File: src/rtl/bsl_pkg.sv
package bsl_pkg;

   typedef enum logic [3:0] {
      OPC_IDLE  = 4'd0,
      OPC_LOAD  = 4'd1,
      OPC_STORE = 4'd2,
      OPC_AND   = 4'd3,
      OPC_OR    = 4'd4,
      OPC_XOR   = 4'd5,
      OPC_ADDC  = 4'd6,
      OPC_INV   = 4'd7,
      OPC_CCLR  = 4'd8,
      OPC_CSET  = 4'd9
   } bsl_opc_e;

   typedef enum logic [1:0] {
      FN_AND  = 2'd0,
      FN_OR   = 2'd1,
      FN_XOR  = 2'd2,
      FN_ADDC = 2'd3
   } bsl_fn_e;

   typedef struct packed {
      logic    load;
      logic    store;
      logic    dyad;
      logic    monad;
      logic    addc;
      logic    cclr;
      logic    cset;
      bsl_fn_e fn;
   } bsl_ctl_t;

   function automatic bsl_ctl_t bsl_decode(input logic [3:0] code);
      bsl_ctl_t c;
      c = '0;
      c.fn = FN_AND;
      case (code)
         OPC_LOAD:  c.load = 1'b1;
         OPC_STORE: c.store = 1'b1;
         OPC_AND:   begin c.dyad = 1'b1; c.fn = FN_AND; end
         OPC_OR:    begin c.dyad = 1'b1; c.fn = FN_OR; end
         OPC_XOR:   begin c.dyad = 1'b1; c.fn = FN_XOR; end
         OPC_ADDC:  begin c.dyad = 1'b1; c.fn = FN_ADDC; c.addc = 1'b1; end
         OPC_INV:   c.monad = 1'b1;
         OPC_CCLR:  c.cclr = 1'b1;
         OPC_CSET:  c.cset = 1'b1;
         default:   c = c;
      endcase
      return c;
   endfunction

endpackage

File: src/rtl/bsl_issue.sv
module bsl_issue #(
   parameter int ADDR_W = 10
) (
   input  logic              clk,
   input  logic              rst_n,
   input  logic [3:0]        op_code,
   input  logic [ADDR_W-1:0] op_addr,
   output bsl_pkg::bsl_ctl_t ctl,
   output logic [ADDR_W-1:0] addr_q
);
   import bsl_pkg::*;

   logic [3:0] code_q;

   always_ff @(posedge clk) begin
      if (!rst_n) begin
         code_q <= OPC_IDLE;
         addr_q <= '0;
      end else begin
         code_q <= op_code;
         addr_q <= op_addr;
      end
   end

   always_comb ctl = bsl_decode(code_q);

   // the operation executes one cycle behind its issue, in step with the RAM
   assert_issue_delay_R2: assert property (@(posedge clk) disable iff (!rst_n)
      $past(rst_n) |-> (code_q == $past(op_code) && addr_q == $past(op_addr)));

   // decoded controls are mutually exclusive classes
   assert_ctl_exclusive_R9: assert property (@(posedge clk) disable iff (!rst_n)
      $onehot0({ctl.load, ctl.store, ctl.dyad, ctl.monad, ctl.cclr, ctl.cset}));

endmodule

File: src/rtl/bsl_lane.sv
module bsl_lane (
   input  logic              clk,
   input  logic              rst_n,
   input  bsl_pkg::bsl_ctl_t ctl,
   input  logic              top_bit,
   input  logic              sec_bit,
   output logic              res_bit,
   output logic              carry_q
);
   import bsl_pkg::*;

   logic carry_nx;

   always_comb begin
      if (ctl.monad) begin
         res_bit = ~top_bit;
      end else begin
         case (ctl.fn)
            FN_AND:  res_bit = top_bit & sec_bit;
            FN_OR:   res_bit = top_bit | sec_bit;
            FN_XOR:  res_bit = top_bit ^ sec_bit;
            default: res_bit = top_bit ^ sec_bit ^ carry_q;
         endcase
      end
   end

   always_comb begin
      carry_nx = carry_q;
      if (ctl.cclr)
         carry_nx = 1'b0;
      else if (ctl.cset)
         carry_nx = 1'b1;
      else if (ctl.addc)
         carry_nx = (top_bit & sec_bit) | (carry_q & (top_bit ^ sec_bit));
   end

   always_ff @(posedge clk) begin
      if (!rst_n) carry_q <= 1'b0;
      else        carry_q <= carry_nx;
   end

   assert_carry_hold_R8: assert property (@(posedge clk) disable iff (!rst_n)
      !(ctl.addc || ctl.cclr || ctl.cset) |=> $stable(carry_q));

   assert_carry_clear_R7: assert property (@(posedge clk) disable iff (!rst_n)
      ctl.cclr |=> !carry_q);

   assert_carry_set_R7: assert property (@(posedge clk) disable iff (!rst_n)
      ctl.cset |=> carry_q);

endmodule

File: src/rtl/bsl_stack.sv
module bsl_stack #(
   parameter int LANES = 36,
   parameter int DEPTH = 4
) (
   input  logic              clk,
   input  logic              rst_n,
   input  bsl_pkg::bsl_ctl_t ctl,
   input  logic [LANES-1:0]  load_data,
   input  logic [LANES-1:0]  res_data,
   output logic [LANES-1:0]  top,
   output logic [LANES-1:0]  second
);
   localparam int SP_W = $clog2(DEPTH);

   generate
      if (DEPTH < 2 || (1 << SP_W) != DEPTH) begin : g_bad_depth
         $error("bsl_stack: DEPTH must be a power of two of at least 2");
      end
   endgenerate

   logic [SP_W-1:0]  sp;
   logic [SP_W-1:0]  sp_up;
   logic [SP_W-1:0]  sp_dn;
   logic [LANES-1:0] slot [DEPTH];

   assign sp_up = sp + 1'b1;
   assign sp_dn = sp - 1'b1;

   always_ff @(posedge clk) begin
      if (!rst_n)
         sp <= SP_W'(DEPTH - 1);
      else if (ctl.load)
         sp <= sp_up;
      else if (ctl.store || ctl.dyad)
         sp <= sp_dn;
   end

   generate
      for (genvar e = 0; e < DEPTH; e++) begin : g_slot
         logic [LANES-1:0] q;
         always_ff @(posedge clk) begin
            if (!rst_n)
               q <= '0;
            else if (ctl.load && sp_up == SP_W'(e))
               q <= load_data;
            else if (ctl.dyad && sp_dn == SP_W'(e))
               q <= res_data;
            else if (ctl.monad && sp == SP_W'(e))
               q <= res_data;
         end
         assign slot[e] = q;
      end
   endgenerate

   assign top    = slot[sp];
   assign second = slot[sp_dn];

   assert_load_top_R2: assert property (@(posedge clk) disable iff (!rst_n)
      ctl.load |=> top == $past(load_data));

   assert_store_pops_R3: assert property (@(posedge clk) disable iff (!rst_n)
      ctl.store |=> top == $past(second));

   assert_dyad_result_R4: assert property (@(posedge clk) disable iff (!rst_n)
      ctl.dyad |=> top == $past(res_data));

endmodule

File: src/rtl/bsl_array.sv
module bsl_array #(
   parameter int LANES  = 36,
   parameter int ADDR_W = 10,
   parameter int DEPTH  = 4
) (
   input  logic              clk,
   input  logic              rst_n,
   input  logic [3:0]        op_code,
   input  logic [ADDR_W-1:0] op_addr,
   input  logic [LANES-1:0]  rd_data,
   output logic              wr_en,
   output logic [ADDR_W-1:0] wr_addr,
   output logic [LANES-1:0]  wr_data
);
   import bsl_pkg::*;

   generate
      if (LANES < 1 || ADDR_W < 1) begin : g_bad_size
         $error("bsl_array: LANES and ADDR_W must be positive");
      end
   endgenerate

   bsl_ctl_t         ctl;
   logic [ADDR_W-1:0] addr_q;
   logic [LANES-1:0] top;
   logic [LANES-1:0] second;
   logic [LANES-1:0] res;
   logic [LANES-1:0] carry;

   bsl_issue #(.ADDR_W(ADDR_W)) issue_i (
      .clk     (clk),
      .rst_n   (rst_n),
      .op_code (op_code),
      .op_addr (op_addr),
      .ctl     (ctl),
      .addr_q  (addr_q)
   );

   bsl_stack #(.LANES(LANES), .DEPTH(DEPTH)) stack_i (
      .clk       (clk),
      .rst_n     (rst_n),
      .ctl       (ctl),
      .load_data (rd_data),
      .res_data  (res),
      .top       (top),
      .second    (second)
   );

   generate
      for (genvar l = 0; l < LANES; l++) begin : g_lane
         bsl_lane lane_i (
            .clk     (clk),
            .rst_n   (rst_n),
            .ctl     (ctl),
            .top_bit (top[l]),
            .sec_bit (second[l]),
            .res_bit (res[l]),
            .carry_q (carry[l])
         );
      end
   endgenerate

   assign wr_en   = ctl.store;
   assign wr_addr = addr_q;
   assign wr_data = top;

   assert_write_only_store_R12: assert property (@(posedge clk) disable iff (!rst_n)
      wr_en |-> $past(op_code) == OPC_STORE);

   assert_write_addr_R3: assert property (@(posedge clk) disable iff (!rst_n)
      wr_en |-> wr_addr == $past(op_addr));

   assert_lanes_carry_clear_R7: assert property (@(posedge clk) disable iff (!rst_n)
      ctl.cclr |=> carry == '0);

endmodule

File: config.mk
export PLATFORM = sky130hd
export DESIGN_NAME = bsl_array
export DESIGN_NICKNAME = d
export VERILOG_FILES = /design/src/rtl/bsl_pkg.sv /design/src/rtl/bsl_issue.sv /design/src/rtl/bsl_lane.sv /design/src/rtl/bsl_stack.sv /design/src/rtl/bsl_array.sv
export SDC_FILE = /design/constraint.sdc
export NUM_CORES = 1
export LEC_CHECK = 0
export BUFFER_PORTS_ARGS = -buffer_cell sky130_fd_sc_hd__buf_2
export CAP_MARGIN = 0
export CORE_AREA = 2 2 156 158
export DETAILED_ROUTE_END_ITERATION = 8
export DIE_AREA = 0 0 158 160
export GPL_ROUTABILITY_DRIVEN = 1
export MAX_ROUTING_LAYER = met4
export PLACE_DENSITY = 0.79
export RECOVER_POWER = 25
export SYNTH_ARGS = -nofsm -noshare
export SYNTH_HDL_FRONTEND = slang
export SYNTH_HIERARCHICAL = 1
export SYNTH_SLANG_ARGS = --single-unit
File: constraint.sdc
create_clock -name clk -period 15.75 [get_ports clk]
set_input_delay 0 -clock clk [delete_from_list [all_inputs] [get_ports clk]]
set_output_delay 0 -clock clk [all_outputs]
set_load 0.01 [all_outputs]
* After elaboration in Yosys (flattened, before gate mapping) *
Cells that the tools add are included.

operators by class
  add/subtract/negate cells = 2
  order comparisons = 2
  equality and inequality tests = 20
  multiplexer cells = 172
  bitwise gates (word level) = 255
  reduce and logical (&&, ||, !) cells = 25

operator list
  operator                                                  count
  two-way mux 36 bit                                        16
  binary-select mux 36 bit (select 2 bit)                   2
  two-way mux 1 bit                                         115
  case mux 1 bit (3 select lines)                           36
  AND 1 bit                                                 72
  bitwise OR 1 bit                                          72
  bitwise XOR 1 bit                                         72
  inverter 1 bit                                            37
  equality test 4 x 3 -> 1 bit, second input constant       4
  equality test 2 bit, second input constant                7
  logical AND 1 bit                                         12
  nonzero test 3 bit                                        4
  equality test 2 x 1 -> 1 bit, second input constant       4
  equality test 4 x 2 -> 1 bit, second input constant       2
  equality test 4 bit, second input constant                2
  logical NOT 2 bit                                         4
  greater-or-equal comparator 3 bit, second input constant  2
  inverter 2 -> 3 bit                                       2
  case mux 2 bit (3 select lines)                           1
  equality test 4 x 1 -> 1 bit, second input constant       1
  two-way mux 2 bit                                         2
  nonzero test 2 bit                                        2
  OR reduction 4 bit                                        1
  adder 2 x 1 -> 2 bit, second input constant               1
  3 further kinds                                           3

word-level totals
  register bits after elaboration = 196
  output and inout bits = 47

* Logic depth before layout (Yosys ltp) *
Gate-level depths: netlist (run 1).

  depth in word-level cells = 12
  depth in mapped cells = 14

* Modules after synthesis *
The synthesis (run 1) kept the hierarchy.

modules (own cells, without submodules)
  module     times used  cells each  area an instance (um2)  seq. area each (um2)
  bsl_stack  1           937         8720.9                  2922.8
  bsl_lane   36          15          133.9                   20.0
  bsl_issue  1           43          466.7                   280.3

* Worst setup path before layout (run 1) *
OpenSTA, ideal clock, no wires.

  path kind = reg-to-reg
  from = reg issue_i.code_q[3]
  to = reg stack_i.g_slot[0].q[10]
  setup time = 128 ps
  arrival time = 5777 ps
  data required time = 15622 ps
  path slack = 9846 ps
  cell stages (with the launch flop) = 8
  path buffers = 0
  clock period less this slack = 5904 ps
  cells stage by stage = dfxtp_1 -> nand2b_1 -> nor2_1 -> mux2i_1 -> nand3b_1 -> o311a_1 -> nand2_1 -> a31oi_2

RTL lines
  element                 RTL line         text
  start, declared         bsl_issue.sv:13  logic [3:0] code_q;
  start signal, assigned  bsl_issue.sv:20  code_q <= op_code;
  end signal, assigned    bsl_stack.sv:45  q <= load_data;
  end signal, assigned    bsl_stack.sv:47  q <= res_data;
  end signal, assigned    bsl_stack.sv:49  q <= res_data;
  end, declared           bsl_stack.sv:40  logic [LANES-1:0] q;

* Worst setup path in the final report (run 1) *
  from = reg stack_i.sp[1]
  to = reg stack_i.g_slot[3].q[25]

on the way
  longest elaborated chain between the ends = 12
  elaborated cells between the ends (all ways) = 27
  those cells by class = add/sub: 2; eq/ne: 3; mux: 11; bitwise: 7; reduce/logical: 4

ends and longest elaborated chain
  element                                                 RTL line                        text
  start, declared                                         bsl_stack.sv:21                 logic [SP_W-1:0] sp;
  start signal, assigned                                  bsl_stack.sv:31                 sp <= SP_W'(DEPTH - 1);
  start signal, assigned                                  bsl_stack.sv:33                 sp <= sp_up;
  start signal, assigned                                  bsl_stack.sv:35                 sp <= sp_dn;
  subtractor 2 x 1 -> 2 bit                               bsl_stack.sv:27                 assign sp_dn = sp - 1'b1;
  inverter 2 -> 3 bit (not written as such)               bsl_stack.sv:56                 assign second = slot[sp_dn];
  binary-select mux 36 bit (select 2 bit)                 bsl_stack.sv:56
  two-way mux 36 bit (not written as such) (2 in series)  bsl_stack.sv:56
  bitwise XOR 1 bit                                       bsl_lane.sv:21, bsl_lane.sv:22
  bitwise XOR 1 bit                                       bsl_lane.sv:22                  default: res_bit = top_bit ^ sec_bit ^ carry_q;
  case mux 1 bit (3 select lines)                         bsl_lane.sv:18                  case (ctl.fn)
  two-way mux 1 bit                                       bsl_lane.sv:15                  if (ctl.monad) begin
  two-way mux 36 bit                                      bsl_stack.sv:48                 else if (ctl.monad && sp == SP_W'(e))
  two-way mux 36 bit                                      bsl_stack.sv:46                 else if (ctl.dyad && sp_dn == SP_W'(e))
  two-way mux 36 bit                                      bsl_stack.sv:44                 else if (ctl.load && sp_up == SP_W'(e))
  end signal, assigned                                    bsl_stack.sv:45
  end signal, assigned                                    bsl_stack.sv:47
  end signal, assigned                                    bsl_stack.sv:49
  end, declared                                           bsl_stack.sv:40

Parallel ways exist; a longest one is shown, timed or not. The select of a mux whose other input is x is not followed.
A chain may end at the register's enable or synchronous reset.

==> impl_results.md, run 1 <==
- Status: finished, violations left
- Failing checks: capacitance limit, slew limit
- Initial antenna violation count: 0
- H-tree Lvls: 4
- R2R Setup Slk: 10.41 ns
- Hold-fix buffers, CTS: 50
- Initial Util: 0.5880
- Fin nets: 1774
- Worst Reg2Reg Path Length in Cells: 6
- Reg2Reg Capture Point: stack_i/g_slot[3].q[25]$_SDFFE_PN0P_
- Share of cells above drive strength 1: 0.1528
- Hold Startpoint: op_code[0]
- Final core utilization: 0.6560
- Clock Skew: 0.01345 ns
- Gp weighted congestion: 0.8485
- Worst EP arrival: 5.66 ns
- Synth cell types: 31
- Post-route ant nets: 0
- Final wirelength: 43110 um
- Largest net degree at the start of global routing: 106
- Die height: 160 um
- Layout Area Growth over Synthesis: 11.56%
- Area of the die: 0.02528 mm2
- Crit. End Element: flop
- Ys Warns: 6
- Top cells by area, synth: dfxtp_1 28%, mux4_2 12%, nand2_1 8.8%
- Initial DRC count: 1569
- Hpwl dp: 24550 um
- Register area share after synthesis: 0.2801
- Clock Tree Buf Depth: 2
- R2r startpoint: stack_i/sp[1]$_SDFFE_PN1P_
- Synth Instances: 1520
- Clk slew on worst S/H paths: 0.08 ns
- Leakage power: 5.990 nW
- Vias: 13160
- Post-Syn Area: 0.01401 mm2
- Commonest non-fill, non-tap cell in the layout: nand2_1
- N_diodes: 0
- Critical path class: reg2reg
- CP Launch Type: flop
- Cell taking the most area after synthesis: dfxtp_1
- Max-slew violation count: 146
- Total gr overflow: 0
- IO Pins: 99
- Critical Path RT: 16.07 ns
- Num CTS Buffers: 17
- Post-Syn Area per Cell: 9.215 um2
- Root buffer cell: clkbuf_16
- Min cycle time layout: 5.343 ns
- Maximum clock rate: 0.1872 GHz
- Peak supply drop: 0.00009025 V
- Ratio of final minimum period to clock period: 0.3392
- FF+latch count, synth: 196
- CTS tree: built
- Die span in x: 158 um
- Final setup violation count: 0
- Syn nets: 1684
- Vias in the first global route: 12880
- # rows: 57
- Final Hold Viols: 0
- WHS: 0.2786 ns
- Post-CTS Setup Inserts: 0
- DR WL/cell: 22.14 um
- Drt drc: 0
- Crit path max fanout: 39
- Hold Path Depth: 3
- TritonRoute pass-1 iters: 7
- Total GRT Usage: 0.3532
- Setup tns final: 0 ns
- Input/output buffers: 98
- Clk_lat worst skew: 0.45 ns
- FILL cells: 1972
- # resized after CTS: 0
- Core ar.: 0.02382 mm2
- Worst hold-check path type: in2reg
- Most frequent cells in the layout: 329 x nand2_1, 194 x dfxtp_1, 145 x o31ai_1, 94 x a31oi_1, 76 x ha_1
- Post-synth top area share: 0.2801
- Pwr per Cell Area: 87.25 mW/mm2
- Via density: 6.760
- Worst Tran Pin Value: 4.666 ns
- Hold Path End: issue_i/code_q[0]$_SDFF_PN0_
- Clock sinks: 196
- RSZ-0062 raised after global routing: no
- Slew headroom: -2.111
- First-pass GRT wire length: 67890 um
- Max-cap check violation count: 2
==> sequential cells by signal, summed over array words and instances, names as in the netlist <==
register,cells
stack_i/g_slot.q,144
g_lane.lane_i/carry_q,36
issue_i/addr_q,10
issue_i/code_q,4
stack_i/sp,2
==> worst max path at each step <==
stage	startpoint	to	slack [ns]	cells past startpoint
final	stack_i/sp[1]$_SDFFE_PN1P_	stack_i/g_slot[3].q[25]$_SDFFE_PN0P_	10.41	6
after global placement	stack_i/sp[0]$_SDFFE_PN1P_	stack_i/g_slot[0].q[24]$_SDFFE_PN0P_	12.05	10
after detailed placement	stack_i/sp[0]$_SDFFE_PN1P_	stack_i/g_slot[0].q[20]$_SDFFE_PN0P_	11.98	10
after CTS	stack_i/sp[0]$_SDFFE_PN1P_	stack_i/g_slot[1].q[23]$_SDFFE_PN0P_	11.92	10
after floorplan	issue_i/code_q[3]$_SDFF_PN0_	stack_i/g_slot[0].q[10]$_SDFFE_PN0P_	9.85	7
after global routing	stack_i/sp[1]$_SDFFE_PN1P_	stack_i/g_slot[3].q[25]$_SDFFE_PN0P_	10.0	6
==> worst max-delay path: stages, from the launching register on <==
cell and delay, ns:
dfxtp_2 0.33, clkbuf_1 2.63, ha_1 0.60, a22o_1 0.19, or2_1 0.84, buf_4 0.46, a31oi_2 0.14
==> power by group <==
group          internal, mW  switching, mW  total [mW]
registers             0.528         0.0303       0.559
clock network         0.220          0.210       0.431
logic                 0.157          0.217       0.374
total                 0.905          0.458        1.36
==> area by class of cell <==
| cell class | count | area, um2 | share of cell area |
|---|---|---|---|
| clock buffers | 19 | 432.9 | 0.02770 |
| multi-input cells | 1140 | 9278 | 0.5937 |
| well taps | 324 | 405.4 | 0.02594 |
| inverters | 74 | 277.8 | 0.01778 |
| flip-flops and latches | 196 | 3929 | 0.2514 |
| repair buffers | 181 | 1180 | 0.07551 |
| clock inverters | 13 | 123.9 | 0.007927 |
==> logic make-up (layout without fill, tap and decap cells) <==
kind of cell | Yosys count | in the layout | share of synthesized area
AND/OR/NAND/NOR | 516 | 516 | 0.1718
AO/OA/AOI/OAI | 402 | 402 | 0.2251
flip-flops | 196 | 196 | 0.2801
buffers and inverters | 184 | 287 | 0.06083
adder cells (fa/ha/maj) | 112 | 112 | 0.1193
multiplexers | 109 | 109 | 0.1422
XOR/XNOR | 1 | 1 | 0.0006254
==> Yosys cell counts <==
library cell and instances:
a31oi_2 50, nor2_1 40, clkbuf_1 54, mux4_2 72, a21oi_1 37, or2_1 5, fa_1 36, buf_1 7
nand2b_1 3, and2_1 23, nor3b_1 37, dfxtp_1 196, nor3_1 1, inv_1 74, buf_4 5, o311a_1 36
buf_6 14, xnor2_1 1, buf_2 30, and4bb_1 1, nor2b_1 38, nand3b_1 36, ha_1 76, a31oi_1 94
mux2i_1 37, nor4b_1 2, o31ai_1 145, a22o_1 4, nor4_1 1, nand2_1 329, a211oi_1 36
==> per-layer routing <==
layer,global-route usage,wire length (um)
met1,0.4563,16360
met4,0.1536,1724
met2,0.5397,20120
met3,0.07028,4897
met5,-,0
==> through the flow <==
step / power, mW / setup WS (ns) / instances / instance area [um2]
6_report: 1.363 / 10.41 / 1947 / 15630
5_1_grt: 1.420 / 9.999 / 1947 / 15630
4_1_cts: 1.357 / 11.92 / 1947 / 15690
3_5_place_dp: 0.9252 / 11.98 / 1865 / 14630
3_3_place_gp: 0.9085 / 12.05 / 1865 / 14630
2_1_floorplan: 0.8332 / 9.846 / 1520 / 14010
(Power assumes the default switching activity.)
==> run 2: changes to the inputs <==
--- a/config.mk
+++ b/config.mk
@@ -5,14 +5,15 @@
 export SDC_FILE = /design/constraint.sdc
 export NUM_CORES = 1
 export LEC_CHECK = 0
+export ABC_AREA = 1
 export BUFFER_PORTS_ARGS = -buffer_cell sky130_fd_sc_hd__buf_2
 export CAP_MARGIN = 0
-export CORE_AREA = 2 2 156 158
+export CORE_AREA = 2 2 174 176
 export DETAILED_ROUTE_END_ITERATION = 8
-export DIE_AREA = 0 0 158 160
+export DIE_AREA = 0 0 176 178
 export GPL_ROUTABILITY_DRIVEN = 1
 export MAX_ROUTING_LAYER = met4
-export PLACE_DENSITY = 0.79
+export PLACE_DENSITY = 0.77
 export RECOVER_POWER = 25
 export SYNTH_ARGS = -nofsm -noshare
 export SYNTH_HDL_FRONTEND = slang
==> constraint.sdc (replaced) <==
create_clock -name clk -period 4.6 [get_ports clk]
set_input_delay 0 -clock clk [delete_from_list [all_inputs] [get_ports clk]]
set_output_delay 0 -clock clk [all_outputs]
set_load 0.01 [all_outputs]
==> run 2 against run 1 <==
  * Worst hold slack worse by 0.016 ns
  * Non-clock buffer count rose by 2
  * Largest cell class unchanged
  * Utilization down 4.2 points
  * Synthesized cell count is 86% higher
  * Clock power rose to 3.7 times the previous value
  * Critical endpoint is now stack_i/g_slot[2].q[15]$_SDFFE_PN0P_
  * Final cell count increased by 68%
  * Synthesized area rose by 18%
  * The run still ends with capacitance limit, slew limit left
  * Sequential share of layout area is 3.4 points lower
  * Global-route usage fell by 1.9 points
  * Sequential power increased to 3.3 times the previous value
  * Count of clock-buffer cells in the layout did not move
  * Largest power group is now combinational cells
  * Sequential cell count unchanged
==> impl_results.md, run 2 <==
- Status: finished, violations left
- Failing checks: capacitance limit, slew limit
- Biggest regs: stack_i/g_slot.q: 144 flops, g_lane.lane_i/carry_q: 36 flops, issue_i/addr_q: 10 flops
- Input/output buffers: 98 (unchanged)
- Worst EP arrival: 4.40 ns (-1.26 ns)
- GR Layer Usage met1: 0.4158 (-0.04044)
- Clk pwr share: 0.283 (-0.033)
- Ratio of final minimum period to clock period: 0.8748 (+0.5356)
- CP top delay family: simple AND/OR/NAND/NOR gates
- Syn nets: 2992 (+78%)
- Initial Util: 0.5609 (-0.02712)
- Core ar.: 0.02940 mm2 (+23%)
- Final setup margin: 0.5758 ns (-9.831 ns)
- Setup tns final: 0 ns (unchanged)
- CTS tree: built
- Ys flop type: dfxtp_1
- Total gr overflow: 0 (unchanged)
- Post-Place Worst Slack: 1.015 ns (-10.96 ns)
- Most common cell in the netlist: nand2_1
- # rows: 63 (+11%)
- Clock sinks: 196 (unchanged)
- First-pass GRT wire length: 83330 um (+23%)
- Worst hold-check path type: in2reg
- Sequential Power Share: 0.329 (-0.081)
- Sw Ratio: 0.4070 (+0.07105)
- Post-Syn Area per Cell: 5.832 um2 (-37%)
- Gp weighted congestion: 0.8688 (+2.4%)
- Crit path max fanout: 94 (+140%)
- Logic pwr share: 0.388 (+0.114)
- Critical Path Max Stage Delay: 0.86 ns (-1.77 ns)
- GRT busiest layer: met2
- Synth async-reset ratio: 0 (unchanged)
- Peak supply drop: 0.0002840 V (+210%)
- Worst Tran Pin Value: 2.852 ns (-1.814 ns)
- FILL cells: 2745 (+39%)
- Layout Area Growth over Synthesis: 9.461%
- Most frequent cells in the layout: 819 x nand2_1, 456 x inv_1, 292 x nor2_1, 255 x nand3_1, 216 x a21oi_1
- M3 GR Usage: 0.04774 (-0.02254)
- NetSw: 2.293 mW (+400%)
- Initial antenna violation count: 0 (unchanged)
- Drt drc: 0 (unchanged)
- Post-route ant nets: 0 (unchanged)
- Max-slew violation count: 209 (+43%)
- Biggest register: stack_i/g_slot.q
- Crit. End Element: flop
- Post-synth top area share: 0.2379 (-0.04221)
- Synth cell types: 21 (-32%)
- Initial DRC count: 2151 (+37%)
- Maximum clock rate: 0.2485 GHz (+33%)
- Clk slew on worst S/H paths: 0.08 ns (about the same)
- Critical-path top delay cell: nor2_4
- Num CTS Buffers: 17 (unchanged)
- Clock Tree Buf Depth: 2 (unchanged)
- Top cells by area, synth: dfxtp_1 24%, nand2_1 19%, inv_1 10%
- Clk_lat worst skew: 0.45 ns (about the same)
- FF+latch count, synth: 196 (unchanged)
- GR Util met2: 0.5594 (+0.01966)
- Ys Warns: 6 (unchanged)
- Leakage power: 9.470 nW (+58%)
- Die span in x: 176 um (+11%)
- Critical path class: reg2reg
- IO Pins: 99 (unchanged)
- TritonRoute pass-1 iters: 6 (-1)
- Hpwl dp: 31340 um (+28%)
- Most used cell, CP: nor2_1
- Register area share after synthesis: 0.2379 (-0.04221)
- Crit path buf inv count: 2 (unchanged)
- Share of cells above drive strength 1: 0.05621 (-0.09659)
- Largest net degree at the start of global routing: 121 (+14%)
- Synth Instances: 2828 (+86%)
- Internal power: 3.342 mW (+270%)
- Largest register FFs: 144 (unchanged)
- Die height: 178 um (+11%)
- Final setup violation count: 0 (unchanged)
- Cell taking the most area after synthesis: dfxtp_1
- N_diodes: 0 (unchanged)
- Slew headroom: -0.9014 (+1.209)
- RSZ-0062 raised after global routing: no
- # resized after CTS: 0 (unchanged)
- Post-Syn Area: 0.01649 mm2 (+18%)
- Max-cap check violation count: 2 (unchanged)
- Root buffer cell: clkbuf_16
- Clock Skew: 0.01136 ns (-0.002095 ns)
- Synth cell count leaders: 819 x nand2_1, 455 x inv_1, 299 x nor2_1
- Total GRT Usage: 0.3339 (-0.01927)
- DR WL/cell: 15.75 um (-29%)
- Vias in the first global route: 16980 (+32%)
- Final Hold Viols: 0 (unchanged)
- Vias: 18370 (+40%)
- Fin nets: 3033 (+71%)
- Post-synth EDFFs: 0 (unchanged)
- Final wirelength: 51530 um (+20%)
- Commonest non-fill, non-tap cell in the layout: nand2_1
- Critical Path RT: 4.97 ns (-11.10 ns)
- Min cycle time layout: 4.024 ns (-1.319 ns)
- Pwr per Cell Area: 312.1 mW/mm2 (+260%)
- H-tree Lvls: 4 (unchanged)
- CP Launch Type: flop
- Area of the die: 0.03133 mm2 (+24%)
- Critical-path cell list: clkbuf_2 > buf_4 > ha_2 > nand2_2 > nand2_1 > nor2_4 > nor2_1 > nor2_1
- Via density: 5.614 (-17%)
==> run 2: cell families (layout without fill, tap and decap cells) <==
kind of cell             count (synthesis)  after routing  synth area share
AND/OR/NAND/NOR                       1536           1536            0.3977
XOR/XNOR                                 1              1         0.0005312
AO/OA/AOI/OAI                          360            360            0.1092
buffers and inverters                  623            677            0.1533
adder cells (fa/ha/maj)                112            112            0.1014
flip-flops                             196            196            0.2379
==> run 2: power groups by stage <==
stage                     Clock (mW)  Combinational, mW  Sequential [mW]
after global placement             0               2.03             1.89
after CTS                       1.61               2.16             1.85
after detailed placement           0               2.12             1.89
final                           1.59               2.19             1.86
after global routing            1.67               2.50             1.87
after floorplan                    0               1.59             1.88
==> run 2: final cells by class <==
type                            instances  area [um2]  area share
Tap cell                              390       488.0     0.02703
Clock inverter                         13       163.9    0.009080
Multi-Input combinational cell       2009       10090      0.5591
Timing Repair Buffer                  183        1210     0.06702
Sequential cell                       196        3928      0.2176
Inverter                              462        1737     0.09620
Clock buffer                           19       432.9     0.02398
==> run 2: per-layer routing <==
metal / up-vias / wire length [um]
li1: 8923 / -
met1: 8346 / 21140
met2: 965 / 24410
met3: 134 / 4632
met4: 0 / 1343
met5: - / 0
==> run 2: metrics by stage <==
step	power [mW]	instance area (um2)	util	instances	hold WS, ns
after floorplan	3.475	16490	-	2828	0.09345
after global placement	3.917	17020	0.5790	3190	0.1798
after detailed placement	4.008	17020	0.5790	3190	0.1834
after CTS	5.621	18120	0.6163	3272	0.1328
after global routing	6.035	18050	0.6140	3272	0.2742
final	5.635	18050	0.6140	3272	0.2623
==> run 2: path summary, 6_finish.rpt <==
path	startpoint	to	slack (ns)	cells after the start
worst max register to register	stack_i/sp[0]$_SDFFE_PN1P_	stack_i/g_slot[2].q[15]$_SDFFE_PN0P_	0.58	8
worst min register to register	g_lane[17].lane_i/carry_q$_SDFFE_PP0P_	g_lane[17].lane_i/carry_q$_SDFFE_PP0P_	0.48	2
worst max-delay path	stack_i/sp[0]$_SDFFE_PN1P_	stack_i/g_slot[2].q[15]$_SDFFE_PN0P_	0.58	8
worst min-delay path	op_addr[9]	issue_i/addr_q[9]$_SDFF_PN0_	0.26	4
==> run 2: worst register-to-register path, delay by kind of cell, from the launching register on <==
family | cells | cell delay (ns)
DFF | 1 | 0.36
buffers and inverters | 2 | 1.22
and+or+nand+nor | 5 | 1.91
adders and majority gates | 1 | 0.46
==> run 2: what timing repair did <==
item | in CTS | in global routing
hold buffers | 50 | 0
setup buffers | 0 | 0
endpoints found under the hold margin | 136 | 0
